[src/rtl/pixsel_pkg.sv]
package pixsel_pkg;

    localparam logic [7:0] DIRECT_TAG = 8'h03;

    typedef struct packed {
        logic [7:0] red;
        logic [7:0] green;
        logic [7:0] blue;
    } rgb_t;

    typedef enum logic {
        SRC_PALETTE = 1'b0,
        SRC_DIRECT  = 1'b1
    } colour_src_e;

    typedef struct packed {
        logic        valid;
        colour_src_e src;
        rgb_t        direct;
    } stage_t;

    function automatic colour_src_e src_of_ctrl(input logic [31:0] ctrl);
        return (ctrl[31:24] == DIRECT_TAG) ? SRC_DIRECT : SRC_PALETTE;
    endfunction

    function automatic rgb_t unpack_bgr(input logic [31:0] word);
        rgb_t c;
        c.red   = word[7:0];
        c.green = word[15:8];
        c.blue  = word[23:16];
        return c;
    endfunction

endpackage

[src/rtl/raster_pos.sv]
module raster_pos #(
    parameter int STRIDE   = 1024,
    parameter int MAX_ROWS = 768,
    localparam int COL_W   = $clog2(STRIDE),
    localparam int ROW_W   = $clog2(MAX_ROWS),
    localparam int WCFG_W  = $clog2(STRIDE + 1),
    localparam int HCFG_W  = $clog2(MAX_ROWS + 1)
) (
    input  logic              clk,
    input  logic              rst,
    input  logic              step,
    input  logic [WCFG_W-1:0] cfg_width,
    input  logic [HCFG_W-1:0] cfg_height,
    output logic [COL_W-1:0]  col,
    output logic [ROW_W-1:0]  row,
    output logic              visible
);

    localparam logic [COL_W-1:0] LAST_COL = COL_W'(STRIDE - 1);
    localparam logic [ROW_W-1:0] LAST_ROW = ROW_W'(MAX_ROWS - 1);

    logic [WCFG_W-1:0] col_ext;
    logic [HCFG_W-1:0] row_ext;

    assign col_ext = WCFG_W'(col);
    assign row_ext = HCFG_W'(row);
    assign visible = (col_ext < cfg_width) && (row_ext < cfg_height);

    always_ff @(posedge clk) begin
        if (rst) begin
            col <= '0;
            row <= '0;
        end else if (step) begin
            if (col == LAST_COL) begin
                col <= '0;
                row <= (row == LAST_ROW) ? '0 : row + 1'b1;
            end else begin
                col <= col + 1'b1;
            end
        end
    end

endmodule

[src/rtl/pixel_stage.sv]
module pixel_stage
    import pixsel_pkg::*;
(
    input  logic        clk,
    input  logic        rst,
    input  logic        take,
    input  logic [31:0] direct_word,
    input  logic [31:0] ctrl_word,
    output stage_t      stage_q
);

    stage_t stage_d;

    always_comb begin
        stage_d.valid  = take;
        stage_d.src    = src_of_ctrl(ctrl_word);
        stage_d.direct = unpack_bgr(direct_word);
    end

    always_ff @(posedge clk) begin
        if (rst) begin
            stage_q.valid <= 1'b0;
        end else begin
            stage_q.valid <= stage_d.valid;
        end
        stage_q.src    <= stage_d.src;
        stage_q.direct <= stage_d.direct;
    end

endmodule

[src/rtl/colour_mux.sv]
module colour_mux
    import pixsel_pkg::*;
(
    input  stage_t      stage_q,
    input  logic [23:0] pal_rgb,
    output logic        out_valid,
    output logic [23:0] out_rgb
);

    rgb_t chosen;

    always_comb begin
        if (stage_q.src == SRC_DIRECT) begin
            chosen = stage_q.direct;
        end else begin
            chosen = rgb_t'(pal_rgb);
        end
    end

    assign out_valid = stage_q.valid;
    assign out_rgb   = chosen;

endmodule

[src/rtl/pixel_select.sv]
module pixel_select
    import pixsel_pkg::*;
#(
    parameter int STRIDE   = 1024,
    parameter int MAX_ROWS = 768,
    localparam int COL_W   = $clog2(STRIDE),
    localparam int ROW_W   = $clog2(MAX_ROWS),
    localparam int WCFG_W  = $clog2(STRIDE + 1),
    localparam int HCFG_W  = $clog2(MAX_ROWS + 1)
) (
    input  logic              clk,
    input  logic              rst,
    input  logic [WCFG_W-1:0] cfg_width,
    input  logic [HCFG_W-1:0] cfg_height,
    input  logic              in_valid,
    input  logic [7:0]        in_index,
    input  logic [31:0]       in_direct,
    input  logic [31:0]       in_ctrl,
    output logic              pal_rd_en,
    output logic [7:0]        pal_addr,
    input  logic [23:0]       pal_rgb,
    output logic              out_valid,
    output logic [23:0]       out_rgb
);

    logic [COL_W-1:0] pos_col;
    logic [ROW_W-1:0] pos_row;
    logic             pos_visible;
    stage_t           stage_q;

    assign pal_rd_en = in_valid;
    assign pal_addr  = in_index;

    raster_pos #(
        .STRIDE  (STRIDE),
        .MAX_ROWS(MAX_ROWS)
    ) u_pos (
        .clk       (clk),
        .rst       (rst),
        .step      (in_valid),
        .cfg_width (cfg_width),
        .cfg_height(cfg_height),
        .col       (pos_col),
        .row       (pos_row),
        .visible   (pos_visible)
    );

    pixel_stage u_stage (
        .clk        (clk),
        .rst        (rst),
        .take       (in_valid && pos_visible),
        .direct_word(in_direct),
        .ctrl_word  (in_ctrl),
        .stage_q    (stage_q)
    );

    colour_mux u_mux (
        .stage_q  (stage_q),
        .pal_rgb  (pal_rgb),
        .out_valid(out_valid),
        .out_rgb  (out_rgb)
    );

endmodule

[config.mk]
export PLATFORM = sky130hd
export DESIGN_NAME = pixel_select
export DESIGN_NICKNAME = d
export VERILOG_FILES = /design/src/rtl/pixsel_pkg.sv /design/src/rtl/raster_pos.sv /design/src/rtl/pixel_stage.sv /design/src/rtl/colour_mux.sv /design/src/rtl/pixel_select.sv
export SDC_FILE = /design/constraint.sdc
export NUM_CORES = 1
export LEC_CHECK = 0
export BUFFER_PORTS_ARGS = -buffer_cell sky130_fd_sc_hd__buf_4
export CAP_MARGIN = 10
export CORE_ASPECT_RATIO = 1.1
export CORE_MARGIN = 2
export CORE_UTILIZATION = 42
export DETAILED_ROUTE_END_ITERATION = 12
export GPL_TIMING_DRIVEN = 0
export PLACE_DENSITY = 0.81
export SLEW_MARGIN = 20
export SYNTH_ARGS = -nofsm -noshare
export SYNTH_HDL_FRONTEND = slang
export SYNTH_SLANG_ARGS = --single-unit
[constraint.sdc]
create_clock -name clk -period 2.1 [get_ports clk]
set_input_delay 0.315 -clock clk [delete_from_list [all_inputs] [get_ports clk]]
set_output_delay 0.315 -clock clk [all_outputs]
set_load 0.01 [all_outputs]
# --- After elaboration in Yosys (flattened, before gate mapping) ---
# Index checks and enable logic that the tools add are counted.
# Widths: inputs -> output; s select.
word_totals:
  reg_bits: 46
  output_inout_bits: 34
op_classes:
  muxes: 4
  n_reduce_logical: 3
  eq_ne: 3
  order_cmp: 2
  add_sub_neg: 2
op_table:
  columns: ["op", "n"]
  rows:
  - ["$mux 24", 1]
  - ["$add 10x1->10 const B", 2]
  - ["$eq 10x10->1 const B", 2]
  - ["$mux 10", 2]
  - ["$lt 10x11->1", 1]
  - ["$lt 10x10->1", 1]
  - ["$eq 8x2->1 const B", 1]
  - ["$logic_and 1x1->1", 2]
  - ["$reduce_and 2->1", 1]
  - ["$mux 1", 1]

# --- Logic depth before layout (Yosys ltp) ---
# Gate-level depths: netlist (run 1).
depth:
  depth_word: 3
  depth_mapped: 6
  depth_no_buf: 6

# --- Modules after synthesis ---
# A second synthesis (run 1) with hierarchy kept.
unflattened:
  cells_unflattened: 238
  hier_area_um2: 2459.9
by_module_without_submodules:
  columns: ["mod", "seq_area_each_um2", "n_inst", "area_each_um2", "cells_per_inst"]
  rows:
  - ["raster_pos", 400.4, 1, 1431.4, 170]
  - ["pixel_stage", 520.5, 1, 550.5, 30]
  - ["colour_mux", 0.0, 1, 404.1, 28]
  - ["pixel_select", 0.0, 1, 73.8, 10]

# --- Worst setup path after synthesis (run 1) ---
# No wires, ideal clock.
synth_path:
  path_kind: "reg-to-reg"
  startpoint: "reg u_pos.col[0]"
  endpoint: "reg u_pos.row[7]"
  setup_time_ns: 0.070
  t_arrival_ns: 1.572
  synth_period_minus_slack_ns: 1.643
  path_buffers: 1
  path_stages_with_launch: 7
  slack_ns: 0.457
  cell_sequence: "dfxtp_1 -> ha_1 -> and3_1 -> buf_6 -> nand4_4 -> or4_1 -> a21oi_1"
synth_between:
  elab_chain_cells: 2
synth_lines:
  columns: ["element", "line_no", "source"]
  rows:
  - ["start: declaration", "raster_pos.sv:14", "output logic [COL_W-1:0] col,"]
  - ["start signal: assignment", "raster_pos.sv:38", "col <= col + 1'b1;"]
  - ["$eq 10x10->1", "raster_pos.sv:34", "if (col == LAST_COL) begin"]
  - ["$reduce_and 2->1 (no line)", null, null]
  - ["end signal: assignment", "raster_pos.sv:36", "row <= (row == LAST_ROW) ? '0 : row + 1'b1;"]
  - ["end: declaration", "raster_pos.sv:15", "output logic [ROW_W-1:0] row,"]
# No other way between the ends.
# A chain may end at the register's enable or synchronous reset.

# --- Worst setup path after layout (run 1) ---
layout_path:
  startpoint: "reg u_stage.stage_q[24] (netlist name)"
  endpoint: "out out_rgb[23]"
layout_between:
  elab_chain_cells: 1
layout_lines:
  columns: ["element", "line_no", "source"]
  rows:
  - ["$mux 24", "colour_mux.sv:13", "if (stage_q.src == SRC_DIRECT) begin"]
  - ["end: declaration", "pixel_select.sv:23", "output logic [23:0] out_rgb"]
# No other way between the ends.

==> metrics.txt, run 1 <==
drt drc 0; core region area 5400 um^2; top_reg_cell synth dfxtp_1; Switching Power 0.397 mW; CTS Buf Count 5; row count 28; post-synth top area share 39.0%; die area 6230 um^2; relative slew slack 60.9%; via count 2201; crit-path max cell delay 0.37 ns; Gate power share 15.9%; achievable clock frequency 0.510 GHz; synthesis-stage register bit count 46; Post-synth ARST share 0%; largest net degree at the start of global routing 15; cells after synthesis 246; static leakage 1.60 nW; post-synthesis instance area 2360 um^2; Vias/cell 4.99; area grow syn2layout 43.4%; Clock Path Buffers 2; worst clock skew 0.00300 ns; WP data required 1.78 ns; crit path max-delay cell type mux2_2; Reg clk slew, reported paths 0.09 ns; num ports 154; maxcap violations 0; Cell Count, Final, Fillers Out 441; area leader, netlist dfxtp_1; cts hold-fix bufs 0; Power Dens Cells 507 nW/um^2; Int Pwr 1.32 mW; die height 82.6 um; Critical Path Start Type flop; Setup Viol. Count Final 0; average cell area after synthesis 9.59 um^2; sequential power share 53.0%; VDD IR max 0.330 mV; WL/cell 13.0 um; grt ovf 0; GRT Util Overall 17.7%; switching share of power 23.1%; DRT iter0 DRCs 86; vias in the first global route 2084; first-pass GRT wire length 8550 um; Unique masters post-synth 39; Sink Count 46; initial antenna violation count 0; effective utilization at floorplan 43.7%; final hold violations 0; yosys warns 0; RSZ-0062 raised after global routing true; GP Congestion 0.851; Max Slew Vio Count 0; ant diodes 0; # nets final 505; register area share after synthesis 39.0%; layout filler cell count 488; fin crit period 1.96 ns; crit-path max FO 10; CP Class reg2out; HP Class in2reg; 1st-pass router iterations 4; Area contributors post-synth dfxtp_1, mux2_2, ha_1; Root Buffer clkbuf_8; sequence of cells on the critical path clkbuf_1 -> buf_2 -> mux2_2 -> buf_4; Worst Setup End Kind output port; syn nets 386; status finished, final reports clean; Tcrit/Tclk final 93.4%; Design Power 1.71 mW; CTS tree done; worst skew pair latency 0.29 ns; Worst-Margin Slew 0.583 ns; Die W 75.5 um; Post-DP HPWL 4700 um; antenna viol nets, final 0; part of the power in the clock network 31.1%; share of cells above drive strength 1 44.0%; htree depth 2; placed cell count 433; total routed wirelength 5750 um; IO buf count 112; CP arrival 1.65 ns; Post-synth EDFFs 0
[placed cells by master, fill, tap and decap left out, types with 2 or more instances in the layout]
master	count
and4b_1	2
or3_1	3
o21ai_0	6
a211oi_1	2
a21oi_1	16
a211o_1	2
nand2b_1	4
dfxtp_1	46
nor2_1	9
nand3_1	14
buf_2	2
or4_1	4
nor4_1	2
o311ai_0	2
clkbuf_8	5
ha_1	20
nand2_1	9
o31ai_1	2
nor3_1	7
xor2_1	5
xnor2_1	5
nand4_1	7
mux2_2	24
buf_4	123
clkbuf_1	5
and3_1	4
inv_1	20
[repair_timing]
| item | 4_1_cts | 5_1_grt |
|---|---|---|
| setup endpoints to repair | 20 | 20 |
| buffers inserted | 0 | 0 |
| resized for setup | 2 | 2 |
[stage by stage]
step | setup WS [ns] | utilization [%] | hold slack (ns) | TNS [ns] | instance area [um^2]
2_1_floorplan | 0.457 | - | 0.343 | 0 | 2360
3_3_place_gp | 0.253 | 61.0 | 0.419 | 0 | 3290
3_5_place_dp | 0.238 | 61.0 | 0.420 | 0 | 3290
4_1_cts | 0.0672 | 62.7 | 0.102 | 0 | 3380
5_1_grt | -0.0222 | 62.7 | 0.0914 | -0.214 | 3380
6_report | 0.140 | 62.7 | 0.117 | 0 | 3380
[worst paths after layout]
path / from / slack [ns] / cells past startpoint / endpoint
max: u_stage.stage_q[24] / 0.14 / 4 / out_rgb[23]
min: in_direct[12] / 0.12 / 1 / u_stage.stage_q[12]
max reg2reg: u_pos.col[0] / 0.26 / 6 / u_pos.row[7]
min reg2reg: u_pos.row[1] / 0.52 / 2 / u_pos.row[1]
[synthesized netlist by cell type, drive strengths merged, types with 7 or more instances]
| cell type | instances |
|---|---|
| dfxtp | 46 |
| mux2 | 24 |
| ha | 20 |
| inv | 20 |
| a21oi | 16 |
| nand3 | 14 |
| buf | 12 |
| nand2 | 9 |
| nor2 | 9 |
| nand4 | 8 |
| nor3 | 8 |
| o21ai | 7 |
[state kept, by name (all words and copies together) (netlist names)]
register / flops
u_stage.stage_q: 26
u_pos.col: 10
u_pos.row: 10
[layout make-up]
type                    count  area, um^2  area share, %
well taps                  75        93.8           2.77
plain buffers              18         119           3.51
inverters                  20        75.1           2.22
clock inverters             2        13.8          0.407
clock buffers               6        72.6           2.15
multi-input cells         162        1250           36.8
repair buffers            112         841           24.9
flip-flops and latches     46         921           27.2
[worst max-delay path: cells and delay by family (launching register included)]
kind     cells  cell delay, ns
buf+inv      3            0.67
flops        1            0.31
mux          1            0.37
[layer usage]
layer	global-route usage [%]	part of all wire (%)
met1	19.9	39
met2	32.2	56
met3	4.00	4.6
met4	6.32	0.71
met5	0	0
[logic make-up (layout without fill, tap and decap cells)]
group,Yosys count,after routing,synth area share (%)
simple gates,71,71,17.5
flops,46,46,39.0
buf+inv,38,158,8.12
compound gates,37,37,9.55
mux,24,24,11.5
fa+ha+maj,20,20,10.6
xor+xnor,10,10,3.71
[power groups by stage]
stage	sequential [mW]	combinational [mW]	clock [mW]
CTS	0.909	0.275	0.552
detailed placement	0.930	0.274	0
floorplan	0.927	0.0990	0
global route	0.913	0.298	0.589
finish	0.909	0.272	0.533
global placement	0.928	0.266	0
No activity file was read; power rests on OpenSTA's default activity.
==> run 2: changes to the inputs <==
Settings changed: CORE_UTILIZATION 42 to 43, PLACE_DENSITY 0.81 to 0.82, SYNTH_HIERARCHICAL set to 1.
==> metrics.txt, run 2 <==
row count 28; grt ovf 0; CTS tree done; Biggest register u_stage/stage_q; Critical Path Start Type flop; num ports 154; Final Cell Area 3540 um^2; core region area 5470 um^2; register area share after synthesis 37.4%; Max Slew Vio Count 0; static leakage 1.71 nW; Sink Count 46; Tcrit/Tclk final 97.0%; Die W 76.1 um; Design Power 1.86 mW; Gate power share 15.6%; Synth top cells by count dfxtp_1, inv_1, nor2_1, ha_1, mux2_4; status finished, final reports clean; Post-synth EDFFs 0; Post-synth ARST share 0%; CP top delay family simple AND/OR/NAND/NOR gates; die height 83.3 um; CP Class reg2reg; post-synthesis instance area 2460 um^2; antenna viol nets, final 0; VDD IR max 0.251 mV; drt drc 0; Reg clk slew, reported paths 0.09 ns; HP Class in2reg; CTS Buf Count 5; htree depth 2; Worst Setup End Kind flop; Root Buffer clkbuf_8; synthesis-stage register bit count 46; top_reg_cell synth dfxtp_1; worst skew pair latency 0.29 ns; GP Congestion 0.759; Reg area 923 um^2; worst hold slack 0.115 ns; die area 6340 um^2; Setup Viol. Count Final 0; IO buf count 113; sequence of cells on the critical path ha_2 -> nand2_4 -> or4_4 -> buf_6 -> nor3_1 -> xnor2_1 -> nor2_1; max reg flops 26; Clock Path Buffers 2; crit path max-delay cell type or4_4; effective utilization at floorplan 45.0%; area leader, netlist dfxtp_1; syn nets 378; post-CTS setup buffer count 0; dpl cell area 3400 um^2; Switching Power 0.405 mW; placed cell count 426; Power Dens Cells 525 nW/um^2; worst clock skew 0.00366 ns; area grow syn2layout 43.8%; Cell Count, Final, Fillers Out 434; sequential power share 49.1%; leading registers by flop count u_stage/stage_q (26), u_pos/col (10), u_pos/row (10); maxcap violations 0; DRT iter0 DRCs 71; cts hold-fix bufs 0; PostCTS Resize Cnt 1; Post-DP HPWL 4740 um; final hold violations 0; layout filler cell count 477; WL/cell 13.8 um; switching share of power 21.8%; Unique masters post-synth 38; crit-path max FO 8; 1st-pass router iterations 4; commonest non-fill, non-tap cell in the layout buf_4; first-pass GRT wire length 9850 um; vias in the first global route 2140; CP Buf/Inv Count 1; GRT Util Overall 19.3%; # nets final 498; via count 2094; fin crit period 2.04 ns; total routed wirelength 6010 um; CP arrival 2.22 ns; area of the multi-input gates 1320 um^2; cells after synthesis 238; Vias/cell 4.82; Int Pwr 1.45 mW; post-synth top area share 37.4%; largest net degree at the start of global routing 15; Area contributors post-synth dfxtp_1, mux2_4, ha_1; achievable clock frequency 0.491 GHz; relative slew slack 65.9%; crit-path max cell delay 0.52 ns; yosys warns 6; ant diodes 0; Worst-Margin Slew 0.508 ns; part of the power in the clock network 35.3%; most frequent cell after synthesis dfxtp_1; initial antenna violation count 0; WP data required 2.28 ns; Setup TNS 0 ns; FF-to-FF setup slack 0.06 ns; average cell area after synthesis 10.3 um^2; most frequent cells in the layout buf_4, dfxtp_1, inv_1; share of cells above drive strength 1 48.5%
==> run 2: cell count changes after synthesis, moves of 4 or more <==
cell / before / now
clkbuf_1: 6 / 1
inv_1: 20 / 25
and3_1: 4 / 0
nor2_1: 9 / 21
mux2_2: 24 / 4
mux2_4: 0 / 20
nand3_1: 14 / 4
a21oi_1: 16 / 6
==> run 2: cell type report <==
type,count,area share (%)
clock buffers,6,2.05
plain buffers,16,4.21
clock inverters,2,1.06
well taps,75,2.65
multi-input cells,151,37.3
flip-flops and latches,46,26.1
repair buffers,113,24.0
inverters,25,2.65
==> run 2: worst reg2reg max path: cells and delay by family (launching register included) <==
family / cells / cell delay [ns]
buffers and inverters: 1 / 0.16
adders and majority gates: 1 / 0.24
xor gates and xnor gates: 1 / 0.17
DFF: 1 / 0.39
and+or+nand+nor: 4 / 0.96
==> run 2: path summary, 6_finish.rpt <==
kind / start / to / cells past startpoint
setup / recovery: u_pos/col[0] / u_pos/row[6] / 7
hold reg to reg: u_pos/col[1] / u_pos/col[1] / 2
setup reg to reg: u_pos/col[0] / u_pos/row[6] / 7
hold / removal: in_direct[20] / u_stage/stage_q[4] / 1
==> run 2: power by group through the flow <==
stage / sequential [mW] / clock [mW] / combinational, mW
floorplan: 0.928 / 0 / 0.112
CTS: 0.912 / 0.673 / 0.292
finish: 0.912 / 0.656 / 0.289
global route: 0.916 / 0.703 / 0.314
detailed placement: 0.932 / 0 / 0.291
global placement: 0.931 / 0 / 0.281
==> run 2: logic make-up (layout without fill, tap and decap cells) <==
logic type | after synthesis | after routing | synth area share, %
AO/OA/AOI/OAI | 18 | 18 | 4.58
XOR/XNOR | 15 | 15 | 5.34
adder cells (fa/ha/maj) | 20 | 20 | 10.2
buffers and inverters | 41 | 162 | 9.87
flip-flops | 46 | 46 | 37.4
multiplexers | 26 | 26 | 14.9
AND/OR/NAND/NOR | 72 | 72 | 17.8
==> run 2: metal layers <==
metal / vias up / part of all wire, % / global-route usage (%)
met1: 968 / 38 / 20.4
li1: 1046 / - / -
met5: - / 0 / 0
met2: 66 / 55 / 36.3
met4: 0 / 2.7 / 7.77
met3: 14 / 4.5 / 4.78
==> run 2: metrics by stage <==
stage                     setup slack [ns]  util, %
after global routing               -0.0104     64.7
after global placement              0.0532     62.2
after detailed placement            0.0252     62.2
after floorplan                      0.182        -
after CTS                           0.0208     64.3
final                               0.0627     64.7
==> run 3: changes to the inputs <==
==> constraint.sdc (replaced) <==
create_clock -name clk -period 2.1 [get_ports clk]
set_input_delay 0.21 -clock clk [delete_from_list [all_inputs] [get_ports clk]]
set_output_delay 0.21 -clock clk [all_outputs]
set_load 0.01 [all_outputs]
==> metrics.txt, run 3 (same netlist as run 2, synthesis figures left out) <==
status finished, final reports clean; Tcrit/Tclk final 97.5%; via count 2194; sequence of cells on the critical path ha_2 -> nand2_4 -> or4_4 -> buf_6 -> nor3_1 -> xnor2_1 -> nor2_1; num ports 154; placed cell count 426; initial antenna violation count 0; largest net degree at the start of global routing 15; Biggest register u_stage/stage_q; 1st-pass router iterations 5; Worst Setup End Kind flop; achievable clock frequency 0.488 GHz; Max Slew Vio Count 0; antenna viol nets, final 0; CP arrival 2.23 ns; crit-path max FO 8; crit path max-delay cell type or4_4; Design Power 1.90 mW; Worst-Margin Slew 0.505 ns; HP Class in2reg; fin crit period 2.05 ns; Sink Count 46; commonest non-fill, non-tap cell in the layout buf_4; VDD IR max 0.252 mV; Cell Count, Final, Fillers Out 454; Root Buffer clkbuf_8; Reg2Reg Depth 7; Die W 76.1 um; reg-to-reg endpoint u_pos/row[6]; grt ovf 0; area grow syn2layout 51.9%; layout filler cell count 430; GP Congestion 0.759; static leakage 1.79 nW; die area 6340 um^2; WL/cell 15.1 um; DRT iter0 DRCs 70; relative slew slack 66.1%; leading registers by flop count u_stage/stage_q (26), u_pos/col (10), u_pos/row (10); drt drc 0; FF-to-FF setup slack 0.05 ns; capture point of the worst path u_pos/row[6]; Setup Viol. Count Final 0; row count 28; effective utilization at floorplan 45.0%; Setup TNS 0 ns; core region area 5470 um^2; Crit Reg-Reg Startpoint u_pos/col[0]; # nets final 518; total routed wirelength 6860 um; post-CTS setup buffer count 0; IO buf count 113; final hold violations 0; first-pass GRT wire length 10900 um; vias in the first global route 2247; Power Dens Cells 509 nW/um^2; htree depth 2; share of cells above drive strength 1 45.9%; worst skew pair latency 0.30 ns; Setup crit start u_pos/col[0]; CTS Buf Count 5; WP data required 2.28 ns; GRT Util Overall 21.5%; crit-path max cell delay 0.52 ns; Reg clk slew, reported paths 0.08 ns; CTS tree done; Post-DP HPWL 4740 um; maxcap violations 0; ant diodes 0; Critical Path Start Type flop; most frequent cells in the layout buf_4, dfxtp_1, inv_1; CP Class reg2reg; Clock Path Buffers 2; Vias/cell 4.83; die height 83.3 um; max reg flops 26; Core Util, Final 68.4%; worst clock skew 0.00891 ns; worst hold slack 0.0168 ns
==> run 3: report_power, final <==
part	internal, mW	switching [mW]
Combinational	0.221	0.106
Sequential	0.901	0.0137
Clock	0.355	0.304
Total	1.48	0.424
==> run 3: worst min path at each step <==
| stage | from | to | slack, ns | cells after the start |
|---|---|---|---|---|
| after floorplan | in_direct[16] | u_stage/stage_q[0] | 0.24 | 0 |
| after global placement | in_direct[8] | u_stage/stage_q[8] | 0.31 | 1 |
| after detailed placement | in_direct[16] | u_stage/stage_q[0] | 0.32 | 1 |
| after CTS | in_direct[11] | u_stage/stage_q[11] | 0.001 | 1 |
| after global routing | in_direct[13] | u_stage/stage_q[13] | 0.004 | 1 |
| final | in_direct[4] | u_stage/stage_q[20] | 0.02 | 1 |
==> run 3: per-layer routing <==
metal,vias up,track usage [%],routed length [um]
met4,0,7.60,171
met5,-,0,0
li1,1087,-,-
met3,12,4.46,311
met1,1021,23.0,2510
met2,74,41.3,3870
==> run 3: final cells by class <==
| cell class | instances | area, um^2 | area share, % |
|---|---|---|---|
| Clock inverter | 2 | 37.5 | 1.00 |
| Clock buffer | 6 | 72.6 | 1.94 |
| Inverter | 25 | 93.8 | 2.51 |
| Buffer | 16 | 149 | 3.98 |
| Multi-Input combinational cell | 151 | 1320 | 35.3 |
| Tap cell | 75 | 93.8 | 2.51 |
| Timing Repair Buffer | 133 | 1050 | 28.1 |
| Sequential cell | 46 | 923 | 24.7 |
==> run 3: per-stage QoR <==
step                setup WS [ns]  cell area (um^2)
global route              -0.0531              3740
CTS                        0.0208              3680
detailed placement         0.0252              3400
floorplan                   0.182              2460
finish                     0.0522              3740
global placement           0.0532              3400
==> run 3: critical path, delay by kind of cell, from the launching register on <==
family	cells	cell delay, ns
flops	1	0.39
xor+xnor	1	0.18
buf+inv	1	0.16
simple gates	4	0.97
fa+ha+maj	1	0.24
==> run 3: what timing repair did <==
action                                 in CTS  in global routing
hold buffers                               17                  3
resized for setup                           1                  5
setup endpoints to repair                   1                  9
endpoints found under the hold margin      17                  3
